File: src/rtl/framer_pkg.sv
package framer_pkg;

    typedef enum logic [2:0] {
        ST_IDLE    = 3'd0,
        ST_START   = 3'd1,
        ST_DATA    = 3'd2,
        ST_STOP    = 3'd3,
        ST_SYNC_HI = 3'd4,
        ST_SYNC_LO = 3'd5
    } fr_state_t;

endpackage

File: src/rtl/frame_ctrl.sv
module frame_ctrl
    import framer_pkg::*;
#(
    parameter int DATA_W = 10,
    parameter int CW     = $clog2(DATA_W)
) (
    input  logic          clk,
    input  logic          rst,
    input  logic          sync_req,
    output fr_state_t     state,
    output logic [CW-1:0] cnt,
    output logic          boundary
);

    localparam int            FRAME_LEN = DATA_W + 2;
    localparam int            HALF_LEN  = FRAME_LEN / 2;
    localparam logic [CW-1:0] DATA_LAST = CW'(DATA_W - 1);
    localparam logic [CW-1:0] HALF_LAST = CW'(HALF_LEN - 1);

    fr_state_t     st_q, st_d;
    logic [CW-1:0] cnt_q, cnt_d;
    logic          bnd;

    // state register
    always_ff @(posedge clk) begin
        if (rst) begin
            st_q  <= ST_IDLE;
            cnt_q <= '0;
        end else begin
            st_q  <= st_d;
            cnt_q <= cnt_d;
        end
    end

    // next-state and boundary decode
    always_comb begin
        st_d  = st_q;
        cnt_d = cnt_q;
        bnd   = 1'b0;
        unique case (st_q)
            ST_IDLE:    bnd = 1'b1;
            ST_START: begin
                st_d  = ST_DATA;
                cnt_d = '0;
            end
            ST_DATA: begin
                if (cnt_q == DATA_LAST) begin
                    st_d  = ST_STOP;
                    cnt_d = '0;
                end else begin
                    cnt_d = cnt_q + 1'b1;
                end
            end
            ST_STOP:    bnd = 1'b1;
            ST_SYNC_HI: begin
                if (cnt_q == HALF_LAST) begin
                    st_d  = ST_SYNC_LO;
                    cnt_d = '0;
                end else begin
                    cnt_d = cnt_q + 1'b1;
                end
            end
            ST_SYNC_LO: begin
                if (cnt_q == HALF_LAST) begin
                    bnd = 1'b1;
                end else begin
                    cnt_d = cnt_q + 1'b1;
                end
            end
            default: st_d = ST_IDLE;
        endcase
        if (bnd) begin
            st_d  = sync_req ? ST_SYNC_HI : ST_START;
            cnt_d = '0;
        end
    end

    assign state    = st_q;
    assign cnt      = cnt_q;
    assign boundary = bnd;

endmodule

File: src/rtl/word_latch.sv
module word_latch #(
    parameter int DATA_W = 10
) (
    input  logic              clk,
    input  logic              rst,
    input  logic              load,
    input  logic [DATA_W-1:0] din,
    output logic [DATA_W-1:0] word
);

    always_ff @(posedge clk) begin
        if (rst) begin
            word <= '0;
        end else if (load) begin
            word <= din;
        end
    end

endmodule

File: src/rtl/bit_mux.sv
module bit_mux
    import framer_pkg::*;
#(
    parameter int DATA_W = 10,
    parameter int CW     = $clog2(DATA_W)
) (
    input  fr_state_t         state,
    input  logic [CW-1:0]     cnt,
    input  logic [DATA_W-1:0] word,
    output logic              bit_out
);

    // output decode
    always_comb begin
        bit_out = 1'b0;
        unique case (state)
            ST_IDLE:    bit_out = 1'b0;
            ST_START:   bit_out = 1'b1;
            ST_DATA:    bit_out = word[cnt];
            ST_STOP:    bit_out = 1'b0;
            ST_SYNC_HI: bit_out = 1'b1;
            ST_SYNC_LO: bit_out = 1'b0;
            default:    bit_out = 1'b0;
        endcase
    end

endmodule

File: src/rtl/emb_clk_framer.sv
module emb_clk_framer
    import framer_pkg::*;
#(
    parameter int DATA_W = 10
) (
    input  logic              clk,
    input  logic              rst,
    input  logic [DATA_W-1:0] din,
    input  logic              sync_a,
    input  logic              sync_b,
    output logic              sdo,
    output logic              load_stb
);

    localparam int CW = $clog2(DATA_W);

    fr_state_t         state;
    logic [CW-1:0]     cnt;
    logic              boundary;
    logic              load;
    logic [DATA_W-1:0] word;

    assign load     = boundary & ~rst;
    assign load_stb = load;

    frame_ctrl #(.DATA_W(DATA_W), .CW(CW)) ctrl_i (
        .clk      (clk),
        .rst      (rst),
        .sync_req (sync_a | sync_b),
        .state    (state),
        .cnt      (cnt),
        .boundary (boundary)
    );

    word_latch #(.DATA_W(DATA_W)) latch_i (
        .clk  (clk),
        .rst  (rst),
        .load (load),
        .din  (din),
        .word (word)
    );

    bit_mux #(.DATA_W(DATA_W), .CW(CW)) mux_i (
        .state   (state),
        .cnt     (cnt),
        .word    (word),
        .bit_out (sdo)
    );

endmodule

File: config.mk
export PLATFORM = sky130hd
export DESIGN_NAME = emb_clk_framer
export DESIGN_NICKNAME = d
export VERILOG_FILES = /design/src/rtl/framer_pkg.sv /design/src/rtl/frame_ctrl.sv /design/src/rtl/word_latch.sv /design/src/rtl/bit_mux.sv /design/src/rtl/emb_clk_framer.sv
export SDC_FILE = /design/constraint.sdc
export NUM_CORES = 1
export LEC_CHECK = 0
export ABC_AREA = 1
export ABC_CLOCK_PERIOD_IN_PS = 5350
export BUFFER_PORTS_ARGS = -buffer_cell sky130_fd_sc_hd__buf_2
export CORE_MARGIN = 5
export CORE_UTILIZATION = 59
export CTS_CLUSTER_SIZE = 16
export DETAILED_ROUTE_END_ITERATION = 7
export GPL_ROUTABILITY_DRIVEN = 0
export PLACE_DENSITY = 0.92
export SLEW_MARGIN = 25
export SYNTH_ARGS = -nofsm -noshare
export SYNTH_HDL_FRONTEND = slang
export SYNTH_HIERARCHICAL = 1
export SYNTH_SLANG_ARGS = --single-unit
File: constraint.sdc
create_clock -name clk -period 5.35 [get_ports clk]
set_clock_uncertainty 0.05 [all_clocks]
set_input_delay 0.8025 -clock clk [delete_from_list [all_inputs] [get_ports clk]]
set_output_delay 0.8025 -clock clk [all_outputs]
set_load 0.005 [all_outputs]
# After elaboration in Yosys (flattened, before gate mapping)
# Index checks and enable logic that the tools add are counted.
# classes
n_addsub	1
magnitude_cmp	1
eq_ne	11
mux	14
bitwise_logic	3
n_reduce_logical	8
# op_table
cell	n
case mux 4 bit (4 select lines)	1
two-way mux 3 bit	4
two-way mux 4 bit	3
case mux 3 bit (4 select lines)	1
equality test 3 x 2 -> 1 bit, second input constant	2
equality test 3 bit, second input constant	2
inequality test 3 x 2 -> 1 bit, second input constant	2
OR reduction 2 bit	3
< comparator 4 x 5 -> 1 bit, second input constant	1
adder 4 x 1 -> 4 bit, second input constant	1
binary-select mux 1 bit (select 4 bit)	1
equality test 4 x 3 -> 1 bit, second input constant	1
equality test 4 bit, second input constant	1
case mux 1 bit (2 select lines)	2
nonzero test 4 bit	1
equality test 3 x 1 -> 1 bit, second input constant	1
logical NOT 3 bit	1
AND reduction 3 bit	1
OR reduction 3 bit	1
two-way mux 1 bit	2
inequality test 2 x 1 -> 1 bit, second input constant	1
inequality test 2 bit, second input constant	1
AND reduction 2 bit	1
bitwise AND 1 bit	1
2 further kinds	2
# totals
regBits	17
output_inout_bits	2
elab_cells	41

# Longest topological paths before layout
# logic_depth
depth_word	5
mapped_depth	12

# Cells and area by module
# Netlist, hierarchy kept.
# modules_own_cells
mod	instances	cells_per_inst	area_each_um2
frame_ctrl	1	79	491.7
word_latch	1	63	419.2
bit_mux	1	38	162.7
emb_clk_framer	1	5	21.3

# Least setup slack after synthesis
# No wires, ideal clock.
# synth_path
path_kind	flip-flop to output port
startpoint	register ctrl_i.cnt_q[0] (netlist: ctrl_i/cnt[0])
endpoint	output load_stb
t_arrival_ps	1311
t_required_ps	4498
path_slack_ps	3187
stages_incl_launch_ff	8
cell_sequence	dfxtp_1 > ha_1 > nand2_1 > nor2_1 > nand2_4 > nand2_2 > inv_1 > nor2_2
# synth_via
elab_chain_len	4
# synth_lines
item	line	rtl
start, declared	frame_ctrl.sv:21	logic [CW-1:0] cnt_q, cnt_d;
start signal, assigned	frame_ctrl.sv:31	cnt_q <= cnt_d;
equality test 4 x 3 -> 1 bit	frame_ctrl.sv:64	if (cnt_q == HALF_LAST) begin
two-way mux 1 bit	frame_ctrl.sv:64	
case mux 1 bit (2 select lines)	frame_ctrl.sv:40	unique case (st_q)
named net boundary	emb_clk_framer.sv:19	logic boundary;
bitwise AND 1 bit	emb_clk_framer.sv:23	assign load = boundary & ~rst;
end, declared	emb_clk_framer.sv:12	output logic load_stb
# The timed path passes the listed nets, and every way through them passes these cells.

# Final worst setup path
# Same ends and word-level chain as after synthesis.

==> flow_summary.json <==
{
  "cts_max_path_buffers": 2,
  "grt_pass1_wl_mm": 4.01,
  "fillers": 170,
  "hold_ws_ns": 0.429,
  "crit_type": "register to output pin",
  "grt_max_degree": 22,
  "grt_busiest_layer": "met2",
  "syn_area_mm2": 0.00109,
  "ant_nets": 0,
  "critPathMaxFanout": 21,
  "core_mm2": 0.00175,
  "gr-usage-met2": 0.347,
  "power_density_mw_per_mm2": 443,
  "synth_simple_gate_area_frac": 0.489,
  "swShare": 0.460,
  "syn_inst": 185,
  "dp_slack_ns": 2.37,
  "p_switching_uw": 246,
  "yosys.area_share.xor_xnor": 0,
  "rows": 15,
  "p_int_uw": 289,
  "max_slew_margin": 0.498,
  "grt_pass1_vias": 1006,
  "seqCellArea_um2": 340,
  "cts_tree": "yes",
  "clk_latency_ns": 0.29,
  "drt_iter0_markers": 42,
  "p_total_uw": 535,
  "yosysWarningCount": 6,
  "synth_compound_area_frac": 0.0183,
  "cts_sinks": 17,
  "setup_tns_ns": 0,
  "worst_slew_pin_slew_ns": 0.752,
  "antenna_cells": 0,
  "grt_overflow_total": 0,
  "post-route-drc-count": 0,
  "pwr-share-comb": 0.503,
  "die_w_um": 53.1,
  "post_cts_resized": 0,
  "muxShareOfSynthArea": 0,
  "start_util": 0.627,
  "drive_above_1_share": 0.208,
  "fin_crit_ns": 3.44,
  "hold_class": "register to register",
  "ys_seq_elements": 17,
  "ctsHoldBuffers": 0,
  "multi_input_area_um2": 581,
  "h-tree-depth": 1,
  "vias": 1135,
  "p_seq_frac": 0.369,
  "grt_use_met1": 0.217,
  "maxCapViolations": 0,
  "synthAdderAreaFrac": 0.0229,
  "cp.required_ns": 4.50,
  "synth_top_family_by_area": "simple AND/OR/NAND/NOR gates",
  "endpoint_kind": "output pin",
  "syn_to_final_growth_pct": 10.2,
  "setup_viol": 0,
  "die_height_um": 53.1,
  "slew_violations": 0,
  "dp.cells": 223,
  "drt-wirelength-per-cell_um": 10.3,
  "crit_arrival_ns": 2.58,
  "drt-vias-per-instance": 5.00,
  "yosysSeqAreaShare": 0.311,
  "dp_hpwl_mm": 1.79,
  "finalWorstSetupSlack_ns": 1.91,
  "ir_worst_vdd_mv": 0.293,
  "final_cells": 227,
  "outcome": "completed",
  "io-pin-count": 16,
  "hold_viol": 0,
  "synthesis.nets": 201,
  "yosysUniqueCellTypes": 21,
  "clk_pin_slew_ns": 0.10,
  "first_pass_iters": 4,
  "clkPwrFrac": 0.128,
  "dieArea_mm2": 0.00282,
  "post-cts-setup-buffer-count": 0,
  "antenna_found_initial": 0,
  "cts-root-buf": "clkbuf_4",
  "use_met3": 0.0423,
  "p_leak_uw": 0.000661,
  "track_usage": 0.192,
  "rsz0062_at_grt": "no",
  "numCtsBuffers": 3,
  "wl_mm": 2.35,
  "avgSynthCellArea_um2": 5.92,
  "finalCritPeriodShare": 0.642,
  "start_kind": "register",
  "fmax_ghz": 0.291,
  "finalNetCount": 219,
  "io_buffer_count": 15
}
==> worst max-delay path, stage by stage (launching register included) <==
cell     delay, ns
dfxtp_1       0.55
ha_1          0.26
nand2_1       0.07
nor2_1        0.29
nand2_4       0.15
nand2_2       0.10
inv_1         0.05
nor2_2        0.57
buf_2         0.24
==> through the flow <==
step / util / area, um^2
after global routing: 0.691 / 1210
final: 0.691 / 1210
after CTS: 0.691 / 1210
after detailed placement: 0.675 / 1180
after global placement: 0.675 / 1180
after floorplan: - / 1090
==> power groups by stage <==
stage	Clock [uW]	Sequential (uW)	Combinational, uW
floorplan	0	190	224
global placement	0	196	248
detailed placement	0	199	264
CTS	68.9	196	269
global route	75.7	202	305
finish	68.5	197	269
==> cell usage after synthesis <==
library cell,n,area (um^2)
or2_0,1,6.26
nand3_1,15,75.1
nand4_1,2,12.5
inv_1,30,113
nor2_2,7,43.8
nand3_2,3,30.0
dfxtp_1,17,340
clkinv_1,1,3.75
nand2_2,2,12.5
nand2_4,1,11.3
or2_2,1,6.26
clkinv_2,1,5.00
buf_6,2,22.5
ha_1,2,25.0
o21ai_0,1,5.00
a21oi_1,3,15.0
nor2_1,28,105
nor3_1,3,15.0
inv_2,8,30.0
nand2_1,56,210
nand3b_1,1,7.51
==> layout make-up <==
| cell class | count | share of cell area |
|---|---|---|
| tap | 25 | 0.0259 |
| clock inverter | 1 | 0.00415 |
| timing repair buffer | 15 | 0.0622 |
| multi-input combinational | 126 | 0.481 |
| clock buffer | 3 | 0.0187 |
| sequential | 17 | 0.282 |
| inverter | 40 | 0.126 |
==> state kept, by name (all words and copies together) (netlist names) <==
register      flops
ctrl_i/cnt        4
ctrl_i/state      3
latch_i/word     10
==> logic make-up after synthesis <==
family | Yosys count
AO/OA/AOI/OAI | 4
flip-flops | 17
adder cells (fa/ha/maj) | 2
buffers and inverters | 42
AND/OR/NAND/NOR | 120
==> cell usage in the layout (no fill, tap or decap), drive strengths merged <==
cell	n
nand3	18
buf	15
nor3	3
or2	2
nand3b	1
nand2	59
inv	38
clkbuf	3
o21ai	1
clkinv	3
ha	2
nor2	35
nand4	2
dfxtp	17
a21oi	3
==> metal layers <==
metal / routed length (um) / share of wire
met5: 0 / 0
met4: 34 / 0.014
met3: 161 / 0.069
met2: 1160 / 0.49
met1: 996 / 0.42
==> final timing paths <==
check | startpoint | to | slack, ns | cells past startpoint
min | latch_i/word[1] | latch_i/word[1] | 0.43 | 2
max | ctrl_i/cnt[0] | load_stb | 1.91 | 8
max reg2reg | ctrl_i/cnt[0] | latch_i/word[9] | 2.86 | 10
min reg2reg | latch_i/word[1] | latch_i/word[1] | 0.43 | 2
No activity file was read; power rests on OpenSTA's default activity.
